## src/rtl/phy_cal_pkg.sv

```systemverilog
// Package: shared types and constants of the PHY calibration sequencer.
// Assumes: three writes, steps numbered 1..3 on the status port.
package phy_cal_pkg;

    typedef enum logic [1:0] {
        ST_IDLE = 2'd0,
        ST_REQ  = 2'd1,
        ST_GAP  = 2'd2,
        ST_FIN  = 2'd3
    } seq_state_t;

    localparam int unsigned NUM_STEPS = 3;

    // Reference-clock select codes
    localparam logic [2:0] REF_19M2 = 3'd0;
    localparam logic [2:0] REF_20M  = 3'd1;
    localparam logic [2:0] REF_24M  = 3'd2;
    localparam logic [2:0] REF_50M  = 3'd3;

endpackage

```

## src/rtl/phy_cal_table.sv

```systemverilog
// Module: phy_cal_table
// Gives the address and data of a calibration step. The third step's data is
// picked from the captured reference-clock code.
// Assumes: step_idx is 0..2 while a request is active; other values give 0.
module phy_cal_table
    import phy_cal_pkg::*;
#(
    parameter int unsigned ADDR_W = 16,
    parameter int unsigned DATA_W = 16,
    parameter int unsigned SEL_W  = 3
) (
    input  logic [1:0]        step_idx,
    input  logic [SEL_W-1:0]  ref_sel,
    output logic [ADDR_W-1:0] addr,
    output logic [DATA_W-1:0] data
);
    localparam int unsigned FLD_LSB   = 13;
    localparam int unsigned OVR_BIT   = 10;
    localparam int unsigned MEAS_LSB  = 4;
    localparam logic [DATA_W-1:0] LOS_WORD   =
        DATA_W'((5 << FLD_LSB) | (1 << OVR_BIT) | 9);
    localparam logic [DATA_W-1:0] BOOST_WORD = DATA_W'(5 << FLD_LSB);
    localparam logic [ADDR_W-1:0] A_LOS   = ADDR_W'('h0015);
    localparam logic [ADDR_W-1:0] A_BOOST = ADDR_W'('h0012);
    localparam logic [ADDR_W-1:0] A_RXDET = ADDR_W'('h1010);

    logic [7:0] meas_time;

    // Map the reference-clock code to a measurement time.
    always_comb begin
        case (3'(ref_sel))
            REF_50M:           meas_time = 8'h20;
            REF_19M2, REF_20M: meas_time = 8'h04;
            default:           meas_time = 8'h08;
        endcase
    end

    // Choose the address and data of the current step.
    always_comb begin
        case (step_idx)
            2'd0: begin addr = A_LOS;   data = LOS_WORD;   end
            2'd1: begin addr = A_BOOST; data = BOOST_WORD; end
            2'd2: begin addr = A_RXDET; data = DATA_W'(meas_time) << MEAS_LSB; end
            default: begin addr = '0; data = '0; end
        endcase
    end
endmodule

```

## src/rtl/phy_cal_fsm.sv

```systemverilog
// Module: phy_cal_fsm
// Sequences the three writes. It raises a request, waits for the master's
// answer, leaves one idle cycle between writes, and ends early on an error in
// step 1 or 2.
// Assumes: wr_done and wr_err are single-cycle strobes and are never high
// together; if they are, the error wins.
module phy_cal_fsm
    import phy_cal_pkg::*;
#(
    parameter int unsigned SEL_W = 3
) (
    input  logic             clk,
    input  logic             rst_n,
    input  logic             start,
    input  logic [SEL_W-1:0] ref_sel_in,
    input  logic             wr_done,
    input  logic             wr_err,
    output logic             req,
    output logic             busy,
    output logic             fin,
    output logic             accept,
    output logic             fail_set,
    output logic [1:0]       fail_step,
    output logic [1:0]       step_idx,
    output logic [SEL_W-1:0] ref_sel_q
);
    localparam logic [1:0] LAST_IDX = 2'(NUM_STEPS - 1);

    seq_state_t state_q, state_d;
    logic [1:0] idx_q, idx_d;
    logic       resp;

    assign resp      = (state_q == ST_REQ) && (wr_done || wr_err);
    assign accept    = (state_q == ST_IDLE) && start;
    assign fail_set  = (state_q == ST_REQ) && wr_err;
    assign fail_step = 2'(idx_q + 2'd1);
    assign req       = (state_q == ST_REQ);
    assign busy      = (state_q != ST_IDLE);
    assign fin       = (state_q == ST_FIN);
    assign step_idx  = idx_q;

    // Work out the next state and step index.
    always_comb begin
        state_d = state_q;
        idx_d   = idx_q;
        case (state_q)
            ST_IDLE: if (start) begin state_d = ST_REQ; idx_d = 2'd0; end
            ST_REQ: if (resp) begin
                if (idx_q == LAST_IDX || wr_err) state_d = ST_FIN;
                else begin state_d = ST_GAP; idx_d = 2'(idx_q + 2'd1); end
            end
            ST_GAP:  state_d = ST_REQ;
            ST_FIN:  state_d = ST_IDLE;
            default: state_d = ST_IDLE;
        endcase
    end

    // State registers; the select code is captured when a start is accepted.
    always_ff @(posedge clk) begin
        if (!rst_n) begin
            state_q   <= ST_IDLE;
            idx_q     <= 2'd0;
            ref_sel_q <= '0;
        end else begin
            state_q <= state_d;
            idx_q   <= idx_d;
            if (accept) ref_sel_q <= ref_sel_in;
        end
    end

    // the step index never goes past the last write
    p_idx_range_r5: assert property (@(posedge clk) disable iff (!rst_n)
        idx_q <= LAST_IDX);
    // an error in an early step goes straight to completion
    p_abort_early_r6: assert property (@(posedge clk) disable iff (!rst_n)
        (req && wr_err && idx_q < LAST_IDX) |=> (fin && !req));
    // the last step's answer, good or bad, leads to completion
    p_last_ends_r7: assert property (@(posedge clk) disable iff (!rst_n)
        (req && (wr_done || wr_err) && idx_q == LAST_IDX) |=> fin);
    // a start while busy changes neither the state nor the step
    p_busy_start_r9: assert property (@(posedge clk) disable iff (!rst_n)
        (busy && !fin && start && !(wr_done || wr_err)) |=> busy && $stable(idx_q));
endmodule

```

## src/rtl/phy_cal_status.sv

```systemverilog
// Module: phy_cal_status
// Holds the error flag and the failing-step number. They are cleared when a
// start is accepted and set by a failed write.
// Assumes: clear and set never happen in the same cycle.
module phy_cal_status (
    input  logic       clk,
    input  logic       rst_n,
    input  logic       clr,
    input  logic       set,
    input  logic [1:0] set_step,
    output logic       err,
    output logic [1:0] step
);
    // Status register: cleared on start, loaded on a failure.
    always_ff @(posedge clk) begin
        if (!rst_n) begin
            err  <= 1'b0;
            step <= 2'd0;
        end else if (clr) begin
            err  <= 1'b0;
            step <= 2'd0;
        end else if (set) begin
            err  <= 1'b1;
            step <= set_step;
        end
    end

    // the step number is non-zero exactly when the error flag is set
    p_step_flag_r8: assert property (@(posedge clk) disable iff (!rst_n)
        err == (step != 2'd0));
endmodule

```

## src/rtl/phy_cal_seq.sv

```systemverilog
// Module: phy_cal_seq (top)
// PHY calibration write sequencer: three ordered tuning writes through a
// request/done/error master port, with completion and failure reporting.
// Assumes: the master answers each request with one done or error strobe.
module phy_cal_seq #(
    parameter int unsigned ADDR_W = 16,
    parameter int unsigned DATA_W = 16,
    parameter int unsigned SEL_W  = 3
) (
    input  logic              clk,
    input  logic              rst_n,
    input  logic              start_i,
    input  logic [SEL_W-1:0]  ref_sel_i,
    output logic              wr_req_o,
    output logic [ADDR_W-1:0] wr_addr_o,
    output logic [DATA_W-1:0] wr_data_o,
    input  logic              wr_done_i,
    input  logic              wr_err_i,
    output logic              busy_o,
    output logic              done_o,
    output logic              err_o,
    output logic [1:0]        fail_step_o
);
    logic             accept, fail_set;
    logic [1:0]       fail_step, step_idx;
    logic [SEL_W-1:0] ref_sel_q;
    logic [ADDR_W-1:0] addr_raw;
    logic [DATA_W-1:0] data_raw;

    phy_cal_fsm #(.SEL_W(SEL_W)) u_fsm (
        .clk(clk), .rst_n(rst_n), .start(start_i), .ref_sel_in(ref_sel_i),
        .wr_done(wr_done_i), .wr_err(wr_err_i), .req(wr_req_o),
        .busy(busy_o), .fin(done_o), .accept(accept), .fail_set(fail_set),
        .fail_step(fail_step), .step_idx(step_idx), .ref_sel_q(ref_sel_q)
    );

    phy_cal_table #(.ADDR_W(ADDR_W), .DATA_W(DATA_W), .SEL_W(SEL_W)) u_tab (
        .step_idx(step_idx), .ref_sel(ref_sel_q), .addr(addr_raw), .data(data_raw)
    );

    phy_cal_status u_stat (
        .clk(clk), .rst_n(rst_n), .clr(accept), .set(fail_set),
        .set_step(fail_step), .err(err_o), .step(fail_step_o)
    );

    // Address and data are driven only while a request is pending.
    assign wr_addr_o = wr_req_o ? addr_raw : '0;
    assign wr_data_o = wr_req_o ? data_raw : '0;

    // address and data hold steady while a request waits for its answer
    p_req_stable_r5: assert property (@(posedge clk) disable iff (!rst_n)
        (wr_req_o && !wr_done_i && !wr_err_i) |=>
            (wr_req_o && $stable(wr_addr_o) && $stable(wr_data_o)));
    // outside a sequence and without a start, the status holds
    p_status_held_r8: assert property (@(posedge clk) disable iff (!rst_n)
        (!busy_o && !start_i) |=> ($stable(err_o) && $stable(fail_step_o)));
    // the done pulse lasts exactly one cycle
    p_done_pulse_r8: assert property (@(posedge clk) disable iff (!rst_n)
        done_o |=> !done_o);
endmodule

```

## config.mk

```make
export PLATFORM = sky130hd
export DESIGN_NAME = phy_cal_seq
export DESIGN_NICKNAME = d
export VERILOG_FILES = /design/src/rtl/phy_cal_pkg.sv /design/src/rtl/phy_cal_table.sv /design/src/rtl/phy_cal_fsm.sv /design/src/rtl/phy_cal_status.sv /design/src/rtl/phy_cal_seq.sv
export SDC_FILE = /design/constraint.sdc
export NUM_CORES = 1
export LEC_CHECK = 0
export CAP_MARGIN = 20
export CORE_MARGIN = 2
export CORE_UTILIZATION = 40
export CTS_CLUSTER_DIAMETER = 120
export DETAILED_ROUTE_END_ITERATION = 6
export DONT_BUFFER_PORTS = 1
export PLACE_DENSITY = 0.65
export SLEW_MARGIN = 20
export SYNTH_ARGS = -nofsm -noshare
export SYNTH_HDL_FRONTEND = slang
export SYNTH_SLANG_ARGS = --single-unit
```

## constraint.sdc

```tcl
create_clock -name clk -period 1.8 [get_ports clk]
set_input_delay 0.36 -clock clk [delete_from_list [all_inputs] [get_ports clk]]
set_output_delay 0.36 -clock clk [all_outputs]
set_load 0.02 [all_outputs]
```

==> results.md <==
* Status: complete, no violations
* CTS tree: built
* Flops & latches, synth at 10
* Slowest cell on the critical path: dfxtp_4
* Post-route ant nets at 0
* Grt ovf at 0
* Combinational share of power at 0.312
* R2r worst-path depth at 5
* Primary FF master, synth: dfxtp_1
* Final nets at approximately 120
* GPL Wtd Cong at between 0.7 and 0.8
* Crit-path leading delay family: flip-flops
* Skew final at 2.10 ps
* Critical Path Fanout Max at 4
* Post-layout minimum cycle time at 1740 ps
* Final setup margin at 56.7 ps
* Clock slew seen by the registers of the worst setup and hold paths at 60 ps
* Reg-to-Reg Start: u_fsm.step_idx[0]
* EDFF count, synth at 0
* DRC viols at 0
* Routed wire length at 1450 um
* Synth top area share at 0.261
* Final Max Tran Viols at 0
* Largest net degree at the start of global routing at 9
* Post-Synthesis Cells at 93
* Top cells by area, synth: dfxtp_1, buf_4, ha_1
* DIE AREA at between 2000 and 2500 um2
* Flop pwr share at 0.430
* Post-synth top area cell: dfxtp_1
* WS Path Type: register to output pin
* Final Cycle Share at 0.969
* Row count at 15
* DR vias at 542
* Clock Sink Count at 10
* CTS Buf Count at 3
* Fmax at ~0.57 GHz
* Worst Path Buf+Inv at 2
* CTS H-Tree Depth at 1
* Sw Share at 0.355
* Critical path arrival at 1380 ps
* R2R setup slack at 230 ps
* Crit-path cells: buf_4, ha_2, nor2_4, o21a_1, buf_12
* Asr flop ratio synth at 0
* Area Growth Syn to Fin at 12.5%
* IO Pins at 46
* Buffers on Ports at 0
* Hold Path Cell Cnt at 1
* Hold_sp: rst_n
* Drt first pass iters at 3
* Wire length per cell at 11.7 um
* Fraction of layout instances using a drive strength above 1 at 0.293
* Net switching power at 0.204 mW
* DP Worst Slack at 139 ps
* Number of global-route vias before repair at approximately 500
* # diodes at 0
* Core Area at between 1500 and 2000 um2
* Max incr delay on CP at 360 ps
* YS warnings at 0
* Starting Density at 0.435
* FF-to-FF End: u_fsm.step_idx[0]
* PwrDens at 665 nW/um2
* Syn avg cell area at 8.26 um2
* CP startpoint kind: register
* First-pass GRT wire length at 2140 um
* Required @ worst endpoint at 1440 ps
* Mapped cell area at around 770 um2
* Hold Path Class: input pin to register
* Clk buf depth at 2
* HPWL after DPL at 1090 um
* Initial antenna violation count at 0
* Hold Crit Endpoint: u_fsm.step_idx[0]
* Clock share of power at 0.257
* Final setup viols at 0
* Final Hold Violating Endpoints at 0
* Synth cell types at 27
* Max Cap Viol at 0
* LEAKAGE at between 0.4 and 0.5 nW
* Internal power at about 0.37 mW
* Setup Buffers After CTS at 0
* Root buf cell: clkbuf_4
* Starting DRT DRC Count at 11
* Fin util at 0.490
* DIE WIDTH at roughly 48 um
* Total GRT Usage at 0.139
* Clk_lat worst skew at approximately 260 ps
* Overall power at 0.575 mW
* Die H at about 48 um
* DR vias/cell at 4.37
* Sequential area share after synthesis at 0.261
* Worst Setup End Kind: output pin
* Max VDD drop at 452 uV
[power by group through the flow]
stage	clock, mW	combinational [mW]	sequential [mW]
finish	0.148	0.180	0.247
global placement	0	0.170	0.250
floorplan	0	0.176	0.248
CTS	0.157	0.176	0.248
global route	0.163	0.195	0.249
detailed placement	0	0.172	0.251
[state kept, by name, indices dropped and copies added, names as in the netlist]
register,count
u_fsm.ref_sel_q,3
u_fsm.state_q,2
u_fsm.step_idx,2
u_stat.err,1
u_stat.step,2
[worst max path at each step]
stage               slack (ps)       endpoint              start  cells after the start
floorplan                   40  wr_data_o[15]  u_fsm.step_idx[0]                      4
global placement           160   wr_data_o[9]   u_fsm.state_q[1]                      5
detailed placement         140   wr_data_o[9]   u_fsm.state_q[1]                      5
CTS                         10  wr_data_o[15]  u_fsm.step_idx[0]                      5
global route                -4   wr_data_o[6]   u_fsm.state_q[1]                      5
finish                      60  wr_data_o[15]  u_fsm.step_idx[0]                      5
[placed cells by master (no fill, tap or decap), types with 2 or more instances in the layout]
cell type  count
a21oi_1        4
and2_1         4
buf_12         2
buf_4          7
clkbuf_4       3
conb_1        19
dfxtp_1        7
dfxtp_2        2
ha_1           5
inv_1          4
mux2i_1        4
nand2_1        3
nand3_1        2
nor2_1         9
[metal layers]
layer / part of all wire / track usage / up-vias
li1: - / - / 272
met1: 0.39 / 0.164 / 245
met2: 0.52 / 0.229 / 23
met3: 0.081 / 0.0302 / 2
met4: 0.0062 / 0.0865 / 0
met5: 0 / 0 / -
[cells in the mapped netlist, drive strengths merged, types with 2 or more instances]
master,number
inv,5
nor2,10
nand2,4
buf,24
nand2b,2
nand3,2
dfxtp,10
a21oi,4
mux2i,4
and2,4
nor3,2
ha,7
[final cells by class]
| type | count | area [um2] |
|---|---|---|
| multi-input cells | 70 | 477 |
| well taps | 25 | 31.3 |
| inverters | 6 | 23.8 |
| repair buffers | 10 | 104 |
| fillers | 181 | 900 |
| flip-flops and latches | 10 | 206 |
| clock buffers | 3 | 22.5 |
[cells by family (layout without fill, tap and decap cells)]
logic type,count (synthesis),after routing,share of synthesized area
other cells,1,19,0.00488
buf+inv,31,19,0.270
compound gates,10,10,0.0831
flops,10,10,0.261
simple gates,30,30,0.215
mux,4,4,0.0521
fa+ha+maj,7,7,0.114
[worst reg2reg max path, stage by stage (launching register included)]
cell	delay, ps
dfxtp_4	360
inv_2	40
ha_1	190
or3b_4	420
and3_4	190
o31a_1	260
[metrics by stage]
| step | instance area (um2) | TNS (ps) | hold slack (ps) | instances |
|---|---|---|---|---|
| after floorplan | 842 | 0 | 483 | 111 |
| after global placement | 788 | 0 | 491 | 121 |
| after detailed placement | 788 | 0 | 494 | 121 |
| after CTS | 831 | 0 | 202 | 124 |
| after global routing | 865 | -4.32 | 207 | 124 |
| final | 865 | 0 | 210 | 124 |
[timing repair]
| action | 4_1_cts | 5_1_grt |
|---|---|---|
| resized for setup | 6 | 10 |
| pin swaps | 1 | 3 |
| setup endpoints to repair | 12 | 10 |
| hold buffers | 0 | 0 |
(Power assumes the default switching activity.)
